==> src/rtl/slt_pkg.sv <==
package slt_pkg;
    localparam int unsigned SLT_ENTRIES  = 16;
    localparam int unsigned SLT_TAG_W    = 7;
    localparam int unsigned SLT_ADDR_W   = 48;
    localparam int unsigned SLT_GRAN_LSB = 3;
endpackage

==> src/rtl/slt_match.sv <==
module slt_match #(
    parameter int unsigned N     = 16,
    parameter int unsigned TAG_W = 7,
    parameter int unsigned GW    = 45
) (
    input  logic [N-1:0]            valid_i,
    input  logic [N-1:0][TAG_W-1:0] tags_i,
    input  logic [N-1:0][GW-1:0]    grans_i,
    input  logic [GW-1:0]           store_gran_i,
    input  logic [TAG_W-1:0]        alloc_tag_i,
    input  logic [TAG_W-1:0]        chk_tag_i,
    output logic [N-1:0]            kill_o,
    output logic [N-1:0]            alloc_same_o,
    output logic [N-1:0]            chk_vec_o
);
    for (genvar i = 0; i < N; i++) begin : g_cmp
        assign kill_o[i]       = valid_i[i] && (grans_i[i] == store_gran_i);
        assign alloc_same_o[i] = (tags_i[i] == alloc_tag_i);
        assign chk_vec_o[i]    = valid_i[i] && (tags_i[i] == chk_tag_i);
    end
endmodule

==> src/rtl/slt_victim.sv <==
module slt_victim #(
    parameter int unsigned N     = 16,
    parameter int unsigned IDX_W = 4
) (
    input  logic [N-1:0]     live_i,
    input  logic [N-1:0]     same_i,
    input  logic [IDX_W-1:0] ptr_i,
    output logic [IDX_W-1:0] idx_o,
    output logic             use_ptr_o
);
    always_comb begin
        logic found_free;
        logic found_same;
        found_free = 1'b0;
        found_same = 1'b0;
        idx_o      = ptr_i;
        for (int i = N - 1; i >= 0; i--) begin
            if (!live_i[i]) begin
                idx_o      = IDX_W'(i);
                found_free = 1'b1;
            end
        end
        for (int i = 0; i < N; i++) begin
            if (live_i[i] && same_i[i]) begin
                idx_o      = IDX_W'(i);
                found_same = 1'b1;
            end
        end
        use_ptr_o = !found_free && !found_same;
    end
endmodule

==> src/rtl/spec_load_tracker.sv <==
module spec_load_tracker
    import slt_pkg::*;
#(
    parameter int unsigned ENTRIES  = SLT_ENTRIES,
    parameter int unsigned TAG_W    = SLT_TAG_W,
    parameter int unsigned ADDR_W   = SLT_ADDR_W,
    parameter int unsigned GRAN_LSB = SLT_GRAN_LSB
) (
    input  logic              clk,
    input  logic              rst_n,
    input  logic              flush_i,
    input  logic              alloc_valid_i,
    input  logic [TAG_W-1:0]  alloc_tag_i,
    input  logic [ADDR_W-1:0] alloc_addr_i,
    input  logic              store_valid_i,
    input  logic [ADDR_W-1:0] store_addr_i,
    input  logic              chk_valid_i,
    input  logic [TAG_W-1:0]  chk_tag_i,
    output logic              chk_done_o,
    output logic              chk_hit_o
);
    localparam int unsigned GW    = ADDR_W - GRAN_LSB;
    localparam int unsigned IDX_W = (ENTRIES > 1) ? $clog2(ENTRIES) : 1;

    typedef struct packed {
        logic             v;
        logic [TAG_W-1:0] tag;
        logic [GW-1:0]    gran;
    } entry_t;

    typedef struct packed {
        entry_t [ENTRIES-1:0] ent;
        logic [IDX_W-1:0]     ptr;
        logic                 done;
        logic                 hit;
    } state_t;

    state_t state_d, state_q;

    logic [GW-1:0] alloc_gran, store_gran;
    assign alloc_gran = alloc_addr_i[ADDR_W-1:GRAN_LSB];
    assign store_gran = store_addr_i[ADDR_W-1:GRAN_LSB];

    logic unused_lsbs;
    assign unused_lsbs = ^{alloc_addr_i[GRAN_LSB-1:0], store_addr_i[GRAN_LSB-1:0]};

    logic [ENTRIES-1:0]            vld_q;
    logic [ENTRIES-1:0][TAG_W-1:0] tags_q;
    logic [ENTRIES-1:0][GW-1:0]    grans_q;

    always_comb begin
        for (int i = 0; i < ENTRIES; i++) begin
            vld_q[i]   = state_q.ent[i].v;
            tags_q[i]  = state_q.ent[i].tag;
            grans_q[i] = state_q.ent[i].gran;
        end
    end

    logic [ENTRIES-1:0] kill_vec, same_vec, chk_vec, live_vec;
    logic [IDX_W-1:0]   vict_idx;
    logic               vict_use_ptr;

    slt_match #(.N(ENTRIES), .TAG_W(TAG_W), .GW(GW)) u_match (
        .valid_i      (vld_q),
        .tags_i       (tags_q),
        .grans_i      (grans_q),
        .store_gran_i (store_gran),
        .alloc_tag_i  (alloc_tag_i),
        .chk_tag_i    (chk_tag_i),
        .kill_o       (kill_vec),
        .alloc_same_o (same_vec),
        .chk_vec_o    (chk_vec)
    );

    // store is ordered ahead of the allocate in the same cycle
    assign live_vec = store_valid_i ? (vld_q & ~kill_vec) : vld_q;

    slt_victim #(.N(ENTRIES), .IDX_W(IDX_W)) u_victim (
        .live_i    (live_vec),
        .same_i    (same_vec),
        .ptr_i     (state_q.ptr),
        .idx_o     (vict_idx),
        .use_ptr_o (vict_use_ptr)
    );

    always_comb begin
        state_d      = state_q;
        state_d.done = chk_valid_i;
        state_d.hit  = chk_valid_i && (|chk_vec);
        for (int i = 0; i < ENTRIES; i++) begin
            state_d.ent[i].v = live_vec[i];
        end
        if (alloc_valid_i && !flush_i) begin
            state_d.ent[vict_idx].v    = 1'b1;
            state_d.ent[vict_idx].tag  = alloc_tag_i;
            state_d.ent[vict_idx].gran = alloc_gran;
            if (vict_use_ptr) begin
                state_d.ptr = (state_q.ptr == IDX_W'(ENTRIES - 1)) ? '0 : state_q.ptr + 1'b1;
            end
        end
        if (flush_i) begin
            for (int i = 0; i < ENTRIES; i++) begin
                state_d.ent[i].v = 1'b0;
            end
        end
    end

    always_ff @(posedge clk) begin
        if (!rst_n) begin
            state_q <= '0;
        end else begin
            state_q <= state_d;
        end
    end

    assign chk_done_o = state_q.done;
    assign chk_hit_o  = state_q.hit;

    function automatic logic tag_present(input logic [TAG_W-1:0] t);
        logic r;
        r = 1'b0;
        for (int i = 0; i < ENTRIES; i++) begin
            if (state_q.ent[i].v && state_q.ent[i].tag == t) r = 1'b1;
        end
        return r;
    endfunction

    function automatic logic gran_present(input logic [GW-1:0] g);
        logic r;
        r = 1'b0;
        for (int i = 0; i < ENTRIES; i++) begin
            if (state_q.ent[i].v && state_q.ent[i].gran == g) r = 1'b1;
        end
        return r;
    endfunction

    assert_alloc_lands_R2: assert property (@(posedge clk) disable iff (!rst_n)
        (alloc_valid_i && !flush_i) |=> tag_present($past(alloc_tag_i)));

    assert_resp_next_R3: assert property (@(posedge clk) disable iff (!rst_n)
        chk_valid_i |=> chk_done_o);

    assert_no_idle_resp_R3: assert property (@(posedge clk) disable iff (!rst_n)
        !chk_valid_i |=> !chk_done_o);

    assert_store_kills_R4: assert property (@(posedge clk) disable iff (!rst_n)
        (store_valid_i && !flush_i && !(alloc_valid_i && alloc_gran == store_gran))
        |=> !gran_present($past(store_gran)));

    assert_tag_unique_R7: assert property (@(posedge clk) disable iff (!rst_n)
        $onehot0(chk_vec));

    assert_flush_empties_R9: assert property (@(posedge clk) disable iff (!rst_n)
        flush_i |=> (vld_q == '0));

    assert_alloc_survives_R10: assert property (@(posedge clk) disable iff (!rst_n)
        (alloc_valid_i && store_valid_i && !flush_i && alloc_gran == store_gran)
        |=> gran_present($past(alloc_gran)));
endmodule

==> config.mk <==
export PLATFORM = sky130hd
export DESIGN_NAME = spec_load_tracker
export DESIGN_NICKNAME = d
export VERILOG_FILES = /design/src/rtl/slt_pkg.sv /design/src/rtl/slt_match.sv /design/src/rtl/slt_victim.sv /design/src/rtl/spec_load_tracker.sv
export SDC_FILE = /design/constraint.sdc
export NUM_CORES = 2
export LEC_CHECK = 0
export ABC_AREA = 0
export BUFFER_PORTS_ARGS = -buffer_cell sky130_fd_sc_hd__buf_2
export CAP_MARGIN = 30
export CORE_ASPECT_RATIO = 1.4
export CORE_MARGIN = 5
export CORE_UTILIZATION = 41
export DETAILED_ROUTE_END_ITERATION = 7
export MAX_ROUTING_LAYER = met4
export PLACE_DENSITY = 0.55
export SYNTH_ARGS = -nofsm -noshare
export SYNTH_HDL_FRONTEND = slang
export SYNTH_SLANG_ARGS = --single-unit
==> constraint.sdc <==
create_clock -name clk -period 3.95 [get_ports clk]
set_clock_uncertainty 0.15 [all_clocks]
set_input_delay 0.395 -clock clk [delete_from_list [all_inputs] [get_ports clk]]
set_output_delay 0.395 -clock clk [all_outputs]
set_load 0.005 [all_outputs]
==> impl.org <==
** Synthesis
- Post-Synthesis Net Count :: 4,805
- The synthesized design contains 0 enable-type register cells.
- After synthesis, the share of flip-flops with an asynchronous set or reset is 0%.
- Of the synthesized area, sequential elements account for 40.3%.
- The share of synthesized area in the top cell type comes to 40.3%.
- Counting flops and latches in the post-synthesis netlist gives 854.
- After technology mapping, the gate count stands at 4,688.
- For this run, the leading register cell type out of synthesis is dfxtp_1.
- Synth Area per Inst :: 9.04 sq um
- Cell Area, Synth :: 0.0424 sq mm
- Summed over all instances, the cell type with the most area after synthesis is dfxtp_1.
- Sorting the synthesized cells by area gives the leading types as dfxtp_1, mux2i_1, xor2_1.
- The Yosys step of the flow raised 0 warnings.
- Count of different cell masters after synthesis :: 68

** Power and ir drop
- The worst-case IR drop observed on VDD is 0.365 mV.
- Power spread over the standard cell area amounts to 344 mW/mm^2.
- Leakage :: 0.0247 uW
- Power consumption :: 19,400 uW

** Setup path
- Cell type with the highest occurrence count on the critical path :: buf_6
- Data on the critical path is required at its endpoint by 4.34 ns.
- Category of cells accounting for the largest share of critical-path delay :: buffers and inverters
- Number of stages on the worst setup path :: 19
- Count of buffering cells on the critical path with inverters included :: 9
- Along the worst path, the maximum fanout reaches 9.
- Data arrives at the worst endpoint at 4.61 ns.
- The critical path is of the flip-flop to flip-flop type.
- STA classifies the critical path startpoint as a flip-flop.
- The worst setup path is captured at a flip-flop.
- Max stage delay on crit path :: 0.40 ns
- The signal on the critical path passes through xor2_1 -> nor4_1 -> buf_4 -> nand4_1 -> buf_6 -> o41a_1 -> buf_6 -> buf_6 -> a311o_1 -> a211oi_4 -> buf_4 -> nor3_4 -> buf_6 -> nor3_4 -> buf_12 -> buf_12 -> nand2_8 -> clkbuf_16 -> mux2i_1.
- Setup slack on the worst reg-to-reg path comes out at -0.27 ns.
- Max stage delay cell, worst path :: o41a_1
- Worst Reg-to-Reg Cells :: 19

** Timing
- Peak clock frequency supported by timing :: 237 MHz
- For the pin with the worst max-slew slack, the measured transition is 1.13 ns.
- RSZ-0062 raised after global routing :: yes
- The total count of hold-check failures in the final report came to 0.
- The number of pins with negative max-slew slack in the final report came to 0.
- After layout, the worst setup slack is -0.273 ns.
- Headroom to the max-slew limit came out at 24.3%.
- In the finished design, the share of the clock period the worst path needs comes to 107%.
- After layout, the minimum clock period comes to 4.22 ns.
- Setup violations, final :: 843

** Layout
- Fillers :: 9,141
- The library cell used most frequently in the layout, excluding fill and tap cells, is dfxtp_1.
- Nets :: 5,365
- After routing the design area is 0.0563 sq mm.
- The area growth from synthesis to layout is 32.9%.
- Most frequent cells in the layout :: dfxtp_1, nand2_1, mux2i_1
- Fraction of layout instances using a drive strength above 1 :: 22.3%
- Core utilization of the finished layout :: 54.9%
- Non-filler instance count after layout :: 6,656

** Clock tree
- Number of clock sinks :: 854
- For the worst-skew pair, the clock arrives at the later sink with an insertion delay of 0.70 ns.
- Clock Path Buffers :: 3
- CTS tree :: done
- The cell sitting at the root of the clock tree is a clkbuf_16.
- In this run the number of H-tree levels came out at 3.
- Clock slew seen by the registers of the worst setup and hold paths :: 0.06 ns
- CTS Buf Count :: 88

** Global routing
- For this run, the total global-route usage over all layers was measured as 33.4%.
- The first global-routing pass estimated 262,000 um of wire.
- Vias in the first global route :: 37.2k
- Global routing finished with a remaining overflow of 0.
- Number of antenna violations at the first check in global routing :: 4
- Entering global routing, the biggest net connects 114 pins.

** Placement
- Post-placement cell area :: 0.0486 sq mm
- Placer Congestion :: 0.971
- Input and output buffers added on the ports amount to 111.
- Placed Cells :: 6,299
- The wire-length estimate of the detail-placed layout is 125,000 um.

** Floorplan
- Core area :: 0.103 sq mm
- The initialized floorplan defines 139 standard-cell rows.
- The floorplan step set the die width to 282 um.
- Starting Density :: 41.3%
- The die covers 0.110 sq mm.
- For this design the top-level I/O count stands at 118.
- Die boundary height :: 390 um

** Routing
- After detailed routing, the number of vias per cell comes to 5.84.
- Detailed routing inserted a total of 38.9k vias.
- The count of nets left with antenna violations once routing finished came out at 0.
- Iteration count of the initial detailed-routing pass :: 6
- In the routed design, unresolved DRC markers number 0.
- Wires add up to 193,000 um.
- Average routed wire per standard cell :: 29.0 um
- In this run, the number of DRC markers left after iteration 0 of detailed routing was 3,493.

** Min path
- In this run the worst hold path is classified as input port to flip-flop.

** Run status
- Violations in the final reports :: negative setup slack
- The run finished, with violations left.

** Flow run
- Max-cap violations in this run came to 0.
[Yosys cell counts, types with 5 or more instances]
master     number
a21oi_1       235
a22o_1          6
and2_1          9
buf_1          21
buf_2         146
buf_4          16
clkbuf_1      241
dfxtp_1       854
inv_1          36
mux2i_1       626
nand2_1       710
nand2b_1       27
nand3_1       221
nand4_1       103
nor2_1         22
nor2b_1         9
nor3_1          8
nor4_1        158
o2111ai_1       8
o21a_1          5
o21ai_0       227
o22ai_1         6
o2bb2ai_1       9
o41ai_2         5
or3_1           5
or4_1           9
xnor2_1       297
xor2_1        598
[power by group]
| part | leakage (uW) | internal [uW] | switching (uW) |
|---|---|---|---|
| combinational | 0.0164 | 744 | 1390 |
| clock | 0.00143 | 4790 | 3770 |
| sequential | 0.00689 | 8640 | 26.1 |
[kinds of logic (layout without fill, tap and decap cells)]
group / Yosys count / after routing / share of synthesized area [%]
mux: 626 / 626 / 14.8
flops: 854 / 854 / 40.3
compound gates: 550 / 550 / 7.37
buf+inv: 462 / 1082 / 4.66
fa+ha+maj: 1 / 1 / 0.0295
other cells: 0 / 1 / 0
xor+xnor: 895 / 895 / 18.5
simple gates: 1300 / 1308 / 14.3
[through the flow]
stage / setup TNS, ns / hold slack [ns] / worst slack, ns
floorplan: 0 / 0.289 / 0.0150
CTS: -81.83 / 0.0456 / -0.195
global placement: -780.02 / 0.298 / -1.18
detailed placement: -823.39 / 0.302 / -1.24
global route: -186.59 / 0.0888 / -0.342
finish: -122.50 / 0.0865 / -0.273
[timing repair]
item                       CTS  global route
cloned                      35            37
pin swaps                   65            83
setup endpoints to repair  852           850
gates resized for setup    186           246
hold buffers                48             0
hold endpoints to repair   186             0
setup buffers               57            35
[layout make-up]
type | instances | area, sq um | share of cell area, %
tap | 1339 | 1680 | 2.97
clock inverter | 20 | 154 | 0.273
timing repair buffer | 886 | 9770 | 17.4
sequential | 854 | 17100 | 30.4
antenna | 1 | 2.50 | 0.00444
clock buffer | 138 | 2720 | 4.84
inverter | 38 | 148 | 0.262
multi-input combinational | 3380 | 24700 | 43.9
[per-layer routing]
metal | track usage (%) | part of all wire, % | up-vias
li1 | - | - | 17100
met5 | - | 0 | -
met1 | 39.8 | 37 | 19200
met3 | 4.60 | 7.3 | 686
met4 | 21.3 | 9.3 | 0
met2 | 53.1 | 46 | 1945
[worst min-delay path, delay by kind of cell]
| family | cells | cell delay [ns] |
|---|---|---|
| simple gates | 1 | 0.07 |
| compound gates | 1 | 0.05 |
| buf+inv | 2 | 0.34 |
[worst min-delay path by stage]
stage | start | endpoint | slack [ns] | cells past startpoint
after floorplan | flip-flop | flip-flop | 0.29 | 2
after global placement | flip-flop | flip-flop | 0.30 | 2
after detailed placement | flip-flop | flip-flop | 0.30 | 2
after CTS | alloc_tag_i[6] | flip-flop | 0.05 | 4
after global routing | alloc_tag_i[0] | flip-flop | 0.09 | 4
final | alloc_tag_i[6] | flip-flop | 0.09 | 4
Note: power is estimated with default switching activity, not from simulation.
